File: src/rtl/acc_pair_bank.sv
module acc_pair_bank #(
  parameter int EXT_W    = 4,
  parameter int WORD_W   = 24,
  parameter int NARROW_W = 16
) (
  input  logic                          clk,
  input  logic                          rst,
  input  logic                          mode16,
  input  logic                          bank_sel,
  input  logic                          wr_hi,
  input  logic                          wr_lo,
  input  logic [WORD_W-1:0]             wr_data,
  input  logic                          acc_load,
  input  logic [EXT_W+2*WORD_W-1:0]     acc_in,
  input  logic                          xfer_0to1,
  input  logic                          xfer_1to0,
  output logic [WORD_W-1:0]             rd_hi,
  output logic [WORD_W-1:0]             rd_lo,
  output logic [EXT_W+2*WORD_W-1:0]     acc_out
);
  localparam int ACC_W = EXT_W + 2*WORD_W;
  localparam int PAD_W = WORD_W - NARROW_W;
  localparam int HI_LSB = WORD_W;
  localparam int EX_LSB = 2*WORD_W;

  logic [ACC_W-1:0] acc_q [2];
  logic             xfer_any;
  logic             bus_act;
  logic [WORD_W-1:0] lo_sel;

  assign xfer_any = xfer_0to1 | xfer_1to0;
  assign bus_act  = wr_hi | wr_lo | acc_load;

  always_ff @(posedge clk) begin
    if (rst) begin
      for (int b = 0; b < 2; b++) acc_q[b] <= '0;
    end else if (xfer_any) begin
      if (xfer_0to1) acc_q[1] <= acc_q[0];
      if (xfer_1to0) acc_q[0] <= acc_q[1];
    end else if (acc_load) begin
      acc_q[bank_sel] <= acc_in;
    end else if (wr_hi) begin
      acc_q[bank_sel][HI_LSB +: WORD_W] <= wr_data;
      acc_q[bank_sel][0 +: WORD_W]      <= '0;
      if (!mode16) acc_q[bank_sel][EX_LSB +: EXT_W] <= {EXT_W{wr_data[WORD_W-1]}};
    end else if (wr_lo) begin
      if (mode16) acc_q[bank_sel][0 +: WORD_W] <= {wr_data[NARROW_W-1:0], {PAD_W{1'b0}}};
      else        acc_q[bank_sel][0 +: WORD_W] <= wr_data;
    end
  end

  assign acc_out = acc_q[bank_sel];
  assign lo_sel  = acc_out[0 +: WORD_W];
  assign rd_hi   = acc_out[HI_LSB +: WORD_W];
  assign rd_lo   = mode16 ? {{PAD_W{lo_sel[WORD_W-1]}}, lo_sel[WORD_W-1:PAD_W]} : lo_sel;

  logic [ACC_W-1:0] acc0, acc1;
  assign acc0 = acc_q[0];
  assign acc1 = acc_q[1];

  AST_RESET_CLEARS: assert property (@(posedge clk) rst |=> (acc0 == '0 && acc1 == '0));
  AST_BANK0_ISOLATED: assert property (@(posedge clk) disable iff (rst)
    (!xfer_any && bus_act && bank_sel) |=> acc0 == $past(acc0));
  AST_BANK1_ISOLATED: assert property (@(posedge clk) disable iff (rst)
    (!xfer_any && bus_act && !bank_sel) |=> acc1 == $past(acc1));
  AST_HI_CLEARS_LO: assert property (@(posedge clk) disable iff (rst)
    (!xfer_any && !acc_load && wr_hi && !bank_sel) |=> acc0[WORD_W-1:0] == '0);
  AST_HI_SIGN_FILL: assert property (@(posedge clk) disable iff (rst)
    (!xfer_any && !acc_load && wr_hi && !mode16 && bank_sel) |=>
      acc1[ACC_W-1:EX_LSB] == {EXT_W{$past(wr_data[WORD_W-1])}});
  AST_HI16_EXT_KEEP: assert property (@(posedge clk) disable iff (rst)
    (!xfer_any && !acc_load && wr_hi && mode16 && !bank_sel) |=>
      acc0[ACC_W-1:EX_LSB] == $past(acc0[ACC_W-1:EX_LSB]));
  AST_LO24_KEEP_UPPER: assert property (@(posedge clk) disable iff (rst)
    (!xfer_any && !acc_load && !wr_hi && wr_lo && !bank_sel) |=>
      acc0[ACC_W-1:HI_LSB] == $past(acc0[ACC_W-1:HI_LSB]));
  AST_LO16_LOW_ZERO: assert property (@(posedge clk) disable iff (rst)
    (!xfer_any && !acc_load && !wr_hi && wr_lo && mode16 && bank_sel) |=>
      acc1[PAD_W-1:0] == '0);
  AST_XFER_0TO1: assert property (@(posedge clk) disable iff (rst)
    xfer_0to1 |=> acc1 == $past(acc0));
  AST_XFER_1TO0: assert property (@(posedge clk) disable iff (rst)
    xfer_1to0 |=> acc0 == $past(acc1));
  AST_XFER_WINS: assert property (@(posedge clk) disable iff (rst)
    (xfer_0to1 && !xfer_1to0) |=> acc0 == $past(acc0));
  AST_LOAD_ONE_CLOCK: assert property (@(posedge clk) disable iff (rst)
    (acc_load && !xfer_any && !bank_sel) |=> acc0 == $past(acc_in));
endmodule

File: config.mk
export PLATFORM = sky130hd
export DESIGN_NAME = acc_pair_bank
export DESIGN_NICKNAME = d
export VERILOG_FILES = /design/src/rtl/acc_pair_bank.sv
export SDC_FILE = /design/constraint.sdc
export NUM_CORES = 1
export LEC_CHECK = 0
export BUFFER_PORTS_ARGS = -buffer_cell sky130_fd_sc_hd__buf_2
export CORE_MARGIN = 2
export CORE_UTILIZATION = 50
export DETAILED_ROUTE_END_ITERATION = 12
export HOLD_SLACK_MARGIN = 0.03
export PLACE_DENSITY = 0.83
export SYNTH_ARGS = -nofsm -noshare
export SYNTH_HDL_FRONTEND = slang
export SYNTH_SLANG_ARGS = --single-unit
File: constraint.sdc
create_clock -name clk -period 3 [get_ports clk]
set_input_delay 0.6 -clock clk [delete_from_list [all_inputs] [get_ports clk]]
set_output_delay 0.6 -clock clk [all_outputs]
set_load 0.03 [all_outputs]
==> impl_metrics.ini <==
[route]
first_iter_violations = 563
routed_wirelength_mm = 17.30
detail_route.first_pass.iterations = 5
detail-route-antenna-nets = 0
drcViolationCount = 0
avgRoutedWirePerCell_um = 20.84
via_per_inst = 6.055
route.vias.total = 5026

[min_path]
min_delay_worst_endpoint = acc_q[1][32]$_DFFE_PP_
min_from = acc_q[0][32]$_DFFE_PP_
min_path_cells = 2
worst_hold_path_type = reg2reg

[logic_synthesis]
synth_nets = 618
synthDistinctLibCells = 33
synth-warning-count = 0
synth_top_cells_by_area = sky130_fd_sc_hd__edfxtp_1, sky130_fd_sc_hd__mux2_2, sky130_fd_sc_hd__a22o_1
fraction_of_post_synthesis_cell_area_in_the_top_cell_type_by_area_pct = 51.11
syn-instance-count = 533
synth.ff_latch_count = 104
sequential_fraction_of_the_synthesis_area_pct = 51.11
synth_area_mm2 = 0.006111
postSynthAreaPerCell_um2 = 11.47
netlist.top_cell.by_area = sky130_fd_sc_hd__edfxtp_1

[power]
maximum_ir_drop_on_the_vdd_rail_v = 0.0003260
p_leak_nw = 3.322
p_per_area_mw_per_mm2 = 541.5
post-layout-total-power_mw = 3.920

[timing]
max_slew_margin_pct = 29.35
rsz0062_at_grt = no
report.final.slew_viol_count = 0
worst_margin_pin_slew_ns = 1.060
skew_ns = 0.009662
final_min_period_over_clock_period_pct = 79.32
setup_tns_ns = 0
worst_hold_slack_ns = 0.5540
finalCriticalPeriod_ns = 2.380
fmax_ghz = 0.4203
hold_violation_total_from_the_final_report = 0
setup-violations-final = 0

[global_routing]
global_route_wire_length_before_repair_mm = 26.28
global_route.usage.total_pct = 26.29
grt_antenna_before_repair = 1
grt_pass1_vias = 4780
global_route.overflow_total = 0
grt_start_max_net_pins = 49

[worst_setup_path]
r2r_start = acc_q[1][48]$_DFFE_PP_
startpoint_class_of_the_critical_path = primary input
crit_fanout = 8
signal_arrival_time_at_the_worst_endpoint_ns = 1.78
crit_type = in2out
worstReg2RegEnd = acc_q[0][48]$_DFFE_PP_
crit_required_ns = 2.40
r2r_setup_slack_ns = 2.01
r2r.worst_path.cells = 1
end_kind = output pin

[die]
core.rowCount = 40
design.core.area_mm2 = 0.01196
starting_density_pct = 51.09
die_width_um = 114.6
chipHeight_um = 114.6
io_pins = 185
area_of_the_die_mm2 = 0.01312

[clocking]
h-tree-depth = 3
cts.root.buffer_cell = sky130_fd_sc_hd__clkbuf_16
post_cts.resized_instances = 0
cts.path.max_buffers = 2
holdBufCountCts = 0
cts.sinks = 104
worst_skew_pair.late_latency_ns = 0.34
cts_tree = yes
postCtsSetupBuffers = 0
worst_setup_hold_path_clk_slew_ns = 0.08
cts-buffers-inserted = 9

[run_status]
outcome = finished clean

[place]
port-buffer-count = 184
dp.final_hpwl_mm = 12.53
gp_congestion = 0.8659

[finish]
syn_to_final_growth_pct = 18.47
reg_top3 = acc_q (104)
final_core_util_pct = 60.52
finalNetCount = 762
number_of_flip_flops_under_the_largest_register_name = 104
regMostFlops = acc_q
post_route_cells_drive_above_1_share_pct = 40.32

[flow_run]
cap_violations = 0
[power by group]
part,switching (mW),internal [mW],total [mW]
Clock,0.543,0.575,1.12
Combinational,0.660,0.328,0.988
Sequential,0.0644,1.75,1.81
[Yosys cell counts]
| master | number |
|---|---|
| sky130_fd_sc_hd__nor2_1 | 50 |
| sky130_fd_sc_hd__a22o_1 | 56 |
| sky130_fd_sc_hd__o21ai_2 | 2 |
| sky130_fd_sc_hd__a221o_1 | 4 |
| sky130_fd_sc_hd__nor2b_1 | 3 |
| sky130_fd_sc_hd__o2bb2ai_1 | 16 |
| sky130_fd_sc_hd__buf_6 | 1 |
| sky130_fd_sc_hd__nor3_4 | 1 |
| sky130_fd_sc_hd__and2_1 | 1 |
| sky130_fd_sc_hd__nand2_4 | 1 |
| sky130_fd_sc_hd__a22oi_1 | 4 |
| sky130_fd_sc_hd__o21ai_1 | 1 |
| sky130_fd_sc_hd__nor2_2 | 1 |
| sky130_fd_sc_hd__mux2_2 | 52 |
| sky130_fd_sc_hd__buf_2 | 22 |
| sky130_fd_sc_hd__clkbuf_1 | 14 |
| sky130_fd_sc_hd__and4_1 | 1 |
| sky130_fd_sc_hd__and4b_1 | 1 |
| sky130_fd_sc_hd__edfxtp_1 | 104 |
| sky130_fd_sc_hd__buf_4 | 28 |
| sky130_fd_sc_hd__or3_4 | 1 |
| sky130_fd_sc_hd__or2_2 | 1 |
| sky130_fd_sc_hd__o21ai_0 | 54 |
| sky130_fd_sc_hd__nand2_1 | 56 |
| sky130_fd_sc_hd__nor3_1 | 2 |
| sky130_fd_sc_hd__o21a_1 | 9 |
| sky130_fd_sc_hd__nor3b_1 | 1 |
| sky130_fd_sc_hd__mux2i_1 | 40 |
| sky130_fd_sc_hd__inv_1 | 1 |
| sky130_fd_sc_hd__nand2b_1 | 2 |
| sky130_fd_sc_hd__buf_1 | 1 |
| sky130_fd_sc_hd__nand3_1 | 1 |
| sky130_fd_sc_hd__nor4_4 | 1 |
[cell usage in the layout (no fill, tap or decap), drive strengths merged, types with 2 or more instances in the layout]
cell     netlist  final
mux2          52     52
a22o          56     56
a221o          4      4
inv            1      5
buf           52    199
nand2b         2      2
a22oi          4      4
nor2          51     51
edfxtp       104    104
mux2i         40     40
o21ai         57     57
nor2b          3      3
nor3           3      3
o21a           9      9
nand2         57     57
clkbuf        14     10
o2bb2ai       16     16
[cells by family after synthesis]
kind of cell           after synthesis  synth area share [%]
buffers and inverters               67                 6.409
AO/OA/AOI/OAI                      146                 17.36
flip-flops                         104                 51.11
AND/OR/NAND/NOR                    124                 8.989
multiplexers                        92                 16.13
[critical path: stages]
cell and delay [ns]:
sky130_fd_sc_hd__buf_2 0.13, sky130_fd_sc_hd__mux2_2 0.38, sky130_fd_sc_hd__or2_2 0.36, sky130_fd_sc_hd__o21a_1 0.13
sky130_fd_sc_hd__buf_2 0.17
[worst max path at each step]
| stage | start | to | slack (ns) | cells past startpoint |
|---|---|---|---|---|
| global placement | rst | acc_q[0][35]$_DFFE_PP_ | 0.58 | 6 |
| detailed placement | rst | acc_q[0][35]$_DFFE_PP_ | 0.53 | 6 |
| CTS | bank_sel | rd_lo[18] | 0.63 | 5 |
| finish | bank_sel | rd_lo[18] | 0.62 | 5 |
| floorplan | bank_sel | rd_lo[15] | 0.48 | 5 |
| global route | bank_sel | rd_lo[19] | 0.58 | 5 |
[layout make-up]
cell class                      instances  area, um^2
Fill cell                             995        4722
Sequential cell                       104        3123
Multi-Input combinational cell        362        2604
Timing Repair Buffer                  199        1046
Clock buffer                           10       229.0
Tap cell                              147       183.9
Clock inverter                          6       47.55
Inverter                                1       3.754
Antenna cell                            1       2.502
[metal layers]
metal	global-route usage [%]	vias to the layer above	share of wire [%]
li1	-	2279	-
met1	36.12	2427	42
met2	43.16	289	48
met3	2.912	31	7.4
met4	9.837	0	2.9
met5	0	-	0
[metrics by stage]
step	instances	setup slack [ns]	cell area [um^2]
2_1_floorplan	533	0.4774	6111
6_report	830	0.6205	7239
3_5_place_dp	813	0.5345	6960
4_1_cts	829	0.6276	7237
5_1_grt	830	0.5780	7239
3_3_place_gp	813	0.5819	6960
Power figures use the tool's default switching activity.
